--- src/rtl/flush_seq_pkg.sv ---
package flush_seq_pkg;
  typedef enum logic [2:0] {
    FS_IDLE,
    FS_READ,
    FS_CAPT,
    FS_SCAN,
    FS_INVAL
  } fs_state_e;

  function automatic int ptr_bits(input int n);
    return (n > 1) ? $clog2(n) : 1;
  endfunction
endpackage

--- src/rtl/flush_walk_ctr.sv ---
module flush_walk_ctr #(
  parameter int NUM_IDX = 16,
  localparam int IW = flush_seq_pkg::ptr_bits(NUM_IDX)
) (
  input  logic          clk,
  input  logic          rst,
  input  logic          clr,
  input  logic          step,
  output logic          way,
  output logic [IW-1:0] idx,
  output logic          at_end
);
  localparam logic [IW-1:0] IDX_MAX = IW'(NUM_IDX - 1);

  assign at_end = way && (idx == IDX_MAX);

  always_ff @(posedge clk) begin
    if (rst || clr) begin
      way <= 1'b0;
      idx <= '0;
    end else if (step) begin
      if (idx == IDX_MAX) begin
        idx <= '0;
        way <= ~way;
      end else begin
        idx <= idx + 1'b1;
      end
    end
  end
endmodule

--- src/rtl/flush_sect_scan.sv ---
module flush_sect_scan #(
  parameter int NUM_SECT = 4,
  localparam int SW = flush_seq_pkg::ptr_bits(NUM_SECT)
) (
  input  logic                clk,
  input  logic                rst,
  input  logic                load,
  input  logic [NUM_SECT-1:0] mask_in,
  input  logic                co_ack,
  output logic                co_req,
  output logic [SW-1:0]       co_sect,
  output logic                line_done
);
  localparam logic [SW-1:0] SECT_MAX = SW'(NUM_SECT - 1);

  logic [NUM_SECT-1:0] mask_q;
  logic                run_q;
  logic                adv;

  assign adv       = run_q && (co_req ? co_ack : !mask_q[co_sect]);
  assign line_done = adv && (co_sect == SECT_MAX);

  always_ff @(posedge clk) begin
    if (rst) begin
      mask_q  <= '0;
      run_q   <= 1'b0;
      co_req  <= 1'b0;
      co_sect <= '0;
    end else if (load) begin
      mask_q  <= mask_in;
      run_q   <= 1'b1;
      co_req  <= 1'b0;
      co_sect <= '0;
    end else if (run_q) begin
      if (co_req) begin
        if (co_ack) co_req <= 1'b0;
      end else if (mask_q[co_sect]) begin
        co_req <= 1'b1;
      end
      if (adv) begin
        if (co_sect == SECT_MAX) run_q <= 1'b0;
        else                     co_sect <= co_sect + 1'b1;
      end
    end
  end
endmodule

--- src/rtl/flush_tag_port.sv ---
module flush_tag_port #(
  parameter int NUM_IDX  = 16,
  parameter int NUM_SECT = 4,
  localparam int IW = flush_seq_pkg::ptr_bits(NUM_IDX),
  localparam int TW = NUM_SECT + 1
) (
  input  logic                clk,
  input  logic                rst,
  input  logic                snoop_req,
  input  logic                snoop_way,
  input  logic [IW-1:0]       snoop_idx,
  input  logic                walk_rd,
  input  logic                walk_wr,
  input  logic                walk_way,
  input  logic [IW-1:0]       walk_idx,
  output logic                walk_gnt,
  output logic                tag_rd_en,
  output logic                tag_wr_en,
  output logic                tag_way,
  output logic [IW-1:0]       tag_idx,
  output logic [TW-1:0]       tag_wdata,
  input  logic [TW-1:0]       tag_rdata,
  output logic                rsp_vld,
  output logic                rsp_valid,
  output logic [NUM_SECT-1:0] rsp_dirty
);
  logic snp_q;

  always_comb begin
    walk_gnt  = !snoop_req;
    tag_rd_en = snoop_req || walk_rd;
    tag_wr_en = !snoop_req && walk_wr;
    tag_way   = snoop_req ? snoop_way : walk_way;
    tag_idx   = snoop_req ? snoop_idx : walk_idx;
    tag_wdata = '0;
  end

  always_ff @(posedge clk) begin
    if (rst) begin
      snp_q     <= 1'b0;
      rsp_vld   <= 1'b0;
      rsp_valid <= 1'b0;
      rsp_dirty <= '0;
    end else begin
      snp_q   <= snoop_req;
      rsp_vld <= snp_q;
      if (snp_q) begin
        rsp_valid <= tag_rdata[NUM_SECT];
        rsp_dirty <= tag_rdata[NUM_SECT-1:0];
      end
    end
  end
endmodule

--- src/rtl/flush_seq.sv ---
module flush_seq
  import flush_seq_pkg::*;
#(
  parameter int NUM_IDX  = 16,
  parameter int NUM_SECT = 4,
  localparam int IW = ptr_bits(NUM_IDX),
  localparam int SW = ptr_bits(NUM_SECT),
  localparam int TW = NUM_SECT + 1
) (
  input  logic                clk,
  input  logic                rst,
  input  logic                flush_set,
  input  logic                inval_req,
  output logic                flush_bit,
  output logic                l1_block,
  output logic                tag_rd_en,
  output logic                tag_wr_en,
  output logic                tag_way,
  output logic [IW-1:0]       tag_idx,
  output logic [TW-1:0]       tag_wdata,
  input  logic [TW-1:0]       tag_rdata,
  output logic                co_req,
  output logic                co_way,
  output logic [IW-1:0]       co_idx,
  output logic [SW-1:0]       co_sect,
  input  logic                co_ack,
  input  logic                snoop_req,
  input  logic                snoop_way,
  input  logic [IW-1:0]       snoop_idx,
  output logic                snoop_rsp_vld,
  output logic                snoop_rsp_valid,
  output logic [NUM_SECT-1:0] snoop_rsp_dirty
);
  fs_state_e           st_q;
  logic                walk_way;
  logic [IW-1:0]       walk_idx;
  logic                walk_end;
  logic                walk_clr;
  logic                walk_step;
  logic                walk_gnt;
  logic                line_done;
  logic                scan_load;
  logic [NUM_SECT-1:0] line_mask;

  assign walk_clr  = (st_q == FS_IDLE) && (flush_set || inval_req);
  assign walk_step = ((st_q == FS_SCAN) && line_done) ||
                     ((st_q == FS_INVAL) && walk_gnt);
  assign scan_load = (st_q == FS_CAPT);
  assign line_mask = tag_rdata[NUM_SECT] ? tag_rdata[NUM_SECT-1:0] : '0;
  assign co_way    = walk_way;
  assign co_idx    = walk_idx;

  flush_walk_ctr #(.NUM_IDX(NUM_IDX)) u_walk (
    .clk    (clk),
    .rst    (rst),
    .clr    (walk_clr),
    .step   (walk_step),
    .way    (walk_way),
    .idx    (walk_idx),
    .at_end (walk_end)
  );

  flush_sect_scan #(.NUM_SECT(NUM_SECT)) u_scan (
    .clk       (clk),
    .rst       (rst),
    .load      (scan_load),
    .mask_in   (line_mask),
    .co_ack    (co_ack),
    .co_req    (co_req),
    .co_sect   (co_sect),
    .line_done (line_done)
  );

  flush_tag_port #(.NUM_IDX(NUM_IDX), .NUM_SECT(NUM_SECT)) u_port (
    .clk       (clk),
    .rst       (rst),
    .snoop_req (snoop_req),
    .snoop_way (snoop_way),
    .snoop_idx (snoop_idx),
    .walk_rd   (st_q == FS_READ),
    .walk_wr   (st_q == FS_INVAL),
    .walk_way  (walk_way),
    .walk_idx  (walk_idx),
    .walk_gnt  (walk_gnt),
    .tag_rd_en (tag_rd_en),
    .tag_wr_en (tag_wr_en),
    .tag_way   (tag_way),
    .tag_idx   (tag_idx),
    .tag_wdata (tag_wdata),
    .tag_rdata (tag_rdata),
    .rsp_vld   (snoop_rsp_vld),
    .rsp_valid (snoop_rsp_valid),
    .rsp_dirty (snoop_rsp_dirty)
  );

  always_ff @(posedge clk) begin
    if (rst) begin
      st_q      <= FS_IDLE;
      flush_bit <= 1'b0;
      l1_block  <= 1'b0;
    end else begin
      unique case (st_q)
        FS_IDLE: begin
          if (flush_set) begin
            st_q      <= FS_READ;
            flush_bit <= 1'b1;
            l1_block  <= 1'b1;
          end else if (inval_req) begin
            st_q     <= FS_INVAL;
            l1_block <= 1'b1;
          end
        end
        FS_READ:  if (walk_gnt) st_q <= FS_CAPT;
        FS_CAPT:  st_q <= FS_SCAN;
        FS_SCAN: begin
          if (line_done) st_q <= walk_end ? FS_INVAL : FS_READ;
        end
        FS_INVAL: begin
          if (walk_gnt && walk_end) begin
            st_q      <= FS_IDLE;
            flush_bit <= 1'b0;
            l1_block  <= 1'b0;
          end
        end
        default: st_q <= FS_IDLE;
      endcase
    end
  end
endmodule

--- config.mk ---
export PLATFORM = sky130hd
export DESIGN_NAME = flush_seq
export DESIGN_NICKNAME = d
export VERILOG_FILES = /design/src/rtl/flush_seq_pkg.sv /design/src/rtl/flush_walk_ctr.sv /design/src/rtl/flush_sect_scan.sv /design/src/rtl/flush_tag_port.sv /design/src/rtl/flush_seq.sv
export SDC_FILE = /design/constraint.sdc
export NUM_CORES = 1
export LEC_CHECK = 0
export ABC_AREA = 0
export BUFFER_PORTS_ARGS = -buffer_cell sky130_fd_sc_hd__buf_2
export CAP_MARGIN = 10
export CELL_PAD_IN_SITES_DETAIL_PLACEMENT = 0
export CELL_PAD_IN_SITES_GLOBAL_PLACEMENT = 1
export CORE_ASPECT_RATIO = 0.6
export CORE_UTILIZATION = 33
export CTS_CLUSTER_SIZE = 12
export DETAILED_ROUTE_END_ITERATION = 8
export PLACE_DENSITY_LB_ADDON = 0.12
export SLEW_MARGIN = 20
export SYNTH_ARGS = -nofsm -noshare
export SYNTH_HDL_FRONTEND = slang
export SYNTH_SLANG_ARGS = --single-unit
export TNS_END_PERCENT = 10
--- constraint.sdc ---
create_clock -name clk -period 1.43 [get_ports clk]
set_input_delay 0.286 -clock clk [delete_from_list [all_inputs] [get_ports clk]]
set_output_delay 0.286 -clock clk [all_outputs]
set_load 0.02 [all_outputs]
Word level (Yosys, flattened, before mapping). Cells that the tools add are included.

Word-level logic and storage cells: 77. Bits in registers: 25. Output and inout bits: 28. Input bits: 16.

Bitwise operators: 2. $add $sub $neg: 2. Mux-type cells: 27. Eq/ne operators: 11. Magnitude comparators: 1. Reductions and logical operators: 21.

Operators by type and width (number): two-way mux 3 bit (6); one-hot mux 3 bit (5 select lines) (1); two-way mux 1 bit (14); two-way mux 4 bit (3); AND reduction 3 bit (3); != test 2 bit, second input constant (4); logical AND 1 bit (7); == test 3 x 2 -> 1 bit, second input constant (2); adder 4 x 1 -> 4 bit, second input constant (1); == test 4 bit, second input constant (1); logical OR 1 bit (4); one-hot mux 1 bit (2 select lines) (2); AND reduction 4 bit (1); == test 3 x 1 -> 1 bit, second input constant (1); == test 3 bit, second input constant (1); zero test 3 bit (1); less-than comparator 2 x 3 -> 1 bit, second input constant (1); != test 3 bit, second input constant (1); adder 2 x 1 -> 2 bit, second input constant (1); binary-select mux 1 bit (select 2 bit) (1); == test 2 bit, second input constant (1); zero test 1 bit (2); NOT 1 bit (2); AND reduction 2 bit (1); other kinds (2) (2).

Logic depth before layout (Yosys ltp).
Depth after elaboration: 9. Gate-level depth with buffers: 6. Depth with buffers taken out: 5.

Hierarchy. Synthesis repeated with hierarchy kept, for this count alone.

Cell total of the unflattened synthesis: 150. Area total of the unflattened synthesis: 1371.3 sq um.

By module, submodules not included: flush_sect_scan (seq. area each 160.2 sq um, cells an instance 42, area each 382.9 sq um, times used 1); flush_seq (seq. area each 100.1 sq um, cells an instance 47, area each 380.4 sq um, times used 1); flush_tag_port (seq. area each 140.1 sq um, cells an instance 35, area each 372.9 sq um, times used 1); flush_walk_ctr (seq. area each 100.1 sq um, cells an instance 26, area each 235.2 sq um, times used 1).

Worst setup path after synthesis. OpenSTA, ideal clock, no wires.

Path kind: reg2reg. Start: reg u_scan.co_sect[0]. End: reg u_scan.co_sect[1]. Slack: -0.268 ns. Setup time: 0.070 ns. Stages on the path, launching flop included: 5. Clock period less this slack: 1.698 ns. Data required time: 1.360 ns. Arrival: 1.628 ns. Path buffers: 0. Cell sequence: dfxtp_1 > mux2i_1 > o2bb2ai_4 > or4b_1 > a21oi_1.

Cells in the longest elaborated chain, start to end: 6. Elaborated cells between the ends (all ways): 9.

RTL lines: start: declaration (RTL line flush_sect_scan.sv:11) `output logic [SW-1:0] co_sect,`; start signal: assignment (RTL line flush_sect_scan.sv:42) `else co_sect <= co_sect + 1'b1;`; binary-select mux 1 bit (select 2 bit) (RTL line flush_sect_scan.sv:20) `assign adv = run_q && (co_req ? co_ack : !mask_q[co_sect]);`; two-way mux 1 bit (implied by the code) (RTL line flush_sect_scan.sv:20); zero test 1 bit (RTL line flush_sect_scan.sv:20); two-way mux 1 bit (RTL line flush_sect_scan.sv:20); logical AND 1 bit (RTL line flush_sect_scan.sv:20); AND reduction 3 bit (no line).

Several ways; a longest one is shown, not always the timed one. The select of a mux whose other input is x is not followed. A chain may end at the register's enable or synchronous reset.

Final worst setup path. Same ends and word-level chain as after synthesis.

==> flow_metrics.env <==
export IMPL_drt_total_wl_mm=3.77
export IMPL_drtIter0Drc=62
export IMPL_hold_path_class="in -> reg"
export IMPL_ys_seq_area_frac=0.354
export IMPL_layout_drive_gt1_share=0.457
export IMPL_crit_type="reg -> reg"
export IMPL_grt_pass1_vias=1312
export IMPL_grt_max_degree=16
export IMPL_max_freq_ghz=0.630
export IMPL_yosys_area_top_type="dfxtp_1"
export IMPL_power_density_nw_per_um2=1200
export IMPL_drt_met1_wl_mm=1.98
export IMPL_synthFlopType="dfxtp_1"
export IMPL_cts_path_max_buffers=2
export IMPL_core_area_um2=4100
export IMPL_dp_hpwl_mm=2.81
export IMPL_total_power_w=0.00238
export IMPL_grt_setup_unrepaired="true"
export IMPL_synth_seq_cells=25
export IMPL_netlist_area_leader_share=0.354
export IMPL_portBuffers=38
export IMPL_cts_root_buf="clkbuf_8"
export IMPL_die_h_um=52.7
export IMPL_cts_buffers=3
export IMPL_n_fill_cell=422
export IMPL_grt_usage=0.171
export IMPL_p_leak_nw=0.868
export IMPL_ios=44
export IMPL_synthTopCellsByCount="dfxtp_1, nand2_1, nor2_1"
export IMPL_cts_sinks=25
export IMPL_dieArea_um2=4550
export IMPL_vdd_drop_max_mv=0.579
export IMPL_cts_hold_buf=0
export IMPL_syn_area_per_cell_um2=8.61
export IMPL_hold_viol=0
export IMPL_highest_layer="met4"
export IMPL_grt_pass1_wl_mm=5.95
export IMPL_yosysWarnings=0
export IMPL_fin_skew_ns=0.00473
export IMPL_cp_start_kind="register"
export IMPL_drv_cap=0
export IMPL_antenna_cells=0
export IMPL_synthTopCellsByArea="dfxtp_1, mux2i_1, nand2_1"
export IMPL_synthArstFlopShare=0
export IMPL_path_max_fanout=7
export IMPL_crit_path_end_kind="register"
export IMPL_final_area_um2=1980
export IMPL_holdWs_ns=0.248
export IMPL_synthCells=164
export IMPL_yosysUniqueCellTypes=47
export IMPL_gr_total_overflow=0
export IMPL_report_final_slew_viol_count=0
export IMPL_place_gp_congestion=0.734
export IMPL_critPathRequiredTime_ns=1.64
export IMPL_h_tree_depth=1
export IMPL_dr_wl_met2_mm=1.64
export IMPL_wire_per_inst_um=13.3
export IMPL_clkSlewWorstSetupHoldPaths_ns=0.10
export IMPL_via_per_inst=4.87
export IMPL_dieWidth_um=86.5
export IMPL_placed_cell_area_um2=1820
export IMPL_dr_wl_met3_um=122
export IMPL_cts_tree="done"
export IMPL_cp_arrival_ns=1.80
export IMPL_violations="setup timing"
export IMPL_synth_most_common_cell="dfxtp_1"
export IMPL_final_nets=242
export IMPL_syn2layout_area_growth_pct=40.3
export IMPL_drc=0
export IMPL_post_place_ws_ns=-0.205
export IMPL_finalCritPeriodShare=1.11
export IMPL_syn_area_um2=1410
export IMPL_start_util=0.345
export IMPL_status="finished, violations left"
export IMPL_first_pass_iters=4
export IMPL_clk_latency_ns=0.27
export IMPL_num_rows=18
export IMPL_setup_viol=14
export IMPL_vias=1379
export IMPL_period_minus_slack_ns=1.59
export IMPL_ant_nets=0
export IMPL_antenna_found_initial=0
export IMPL_fin_ws_ns=-0.157
export IMPL_synth_edf_count=0
-- power breakdown --
group	internal [W]	switching, W
Sequential	0.000804	0.000114
Combinational	0.000496	0.000530
Clock	0.000195	0.000242
-- layout by cell type (no fill, tap or decap), types with 3 or more instances in the layout --
master,netlist,routed
a21oi_1,10,7
a21oi_2,0,3
a31oi_1,3,3
buf_2,3,36
buf_4,5,27
clkbuf_8,0,3
conb_1,1,5
dfxtp_1,25,18
dfxtp_2,0,5
mux2_2,5,5
mux2i_1,10,9
nand2_1,19,19
nand2b_1,6,5
nand3_1,8,8
nor2_1,12,12
o21ai_1,0,3
o31ai_1,4,3
-- area by class of cell --
class	instances	area, um2	area share
multi-input cells	127	933	0.471
flip-flops and latches	25	514	0.259
repair buffers	65	405	0.205
well taps	60	75.1	0.0379
clock buffers	3	41.3	0.0208
inverters	2	7.51	0.00379
clock inverters	1	5.00	0.00253
-- through the flow --
stage | std cells | util | setup TNS [ns]
finish | 283 | 0.484 | -1.04
global route | 283 | 0.484 | -1.88
CTS | 281 | 0.464 | -1.31
detailed placement | 276 | 0.444 | -0.861
global placement | 276 | 0.444 | -0.569
floorplan | 168 | - | -0.318
-- sequential cells by signal, indices dropped and copies added (netlist names), 2 cells and up --
signal	cells
st_q	3
u_port.rsp_dirty	4
u_scan.co_sect	2
u_scan.mask_q	4
u_walk.idx	4
-- path summary, 6_finish.rpt --
| kind | from | to | slack [ns] | depth (start not counted) |
|---|---|---|---|---|
| max | u_scan.co_sect[0]$_SDFFE_PP0P_ | u_scan.co_sect[1]$_SDFFE_PP0P_ | -0.16 | 4 |
| min reg2reg | u_scan.mask_q[0]$_SDFFE_PP0P_ | u_scan.mask_q[0]$_SDFFE_PP0P_ | 0.46 | 2 |
| min | rst | l1_block$_SDFFE_PP0P_ | 0.25 | 2 |
| max reg2reg | u_scan.co_sect[0]$_SDFFE_PP0P_ | u_scan.co_sect[1]$_SDFFE_PP0P_ | -0.16 | 4 |
-- critical path, stage by stage, from the launching register on --
cell       delay (ns)
dfxtp_4          0.41
mux2_4           0.33
o2bb2ai_4        0.17
or4b_4           0.50
a21oi_2          0.12
-- metal layers --
layer	track usage	vias up
li1	-	705
met1	0.230	633
met2	0.283	39
met3	0.0378	2
met4	0.0333	0
met5	0	-
-- cells by family (layout without fill, tap and decap cells) --
family	count (synthesis)	in the layout	synth area share
AOI/OAI and AO/OA	36	36	0.185
xor gates and xnor gates	1	1	0.00620
adders and majority gates	2	2	0.0177
buffers and inverters	16	71	0.0585
DFF	25	25	0.354
muxes	16	16	0.121
other	1	5	0.00265
and+or+nand+nor	67	67	0.254
-- what timing repair did --
item / CTS / global route
pin swaps: 1 / 4
resized for setup: 13 / 16
endpoints found under the setup margin: 15 / 16
setup buffers: 1 / 2
No activity file was read; power rests on OpenSTA's default activity.
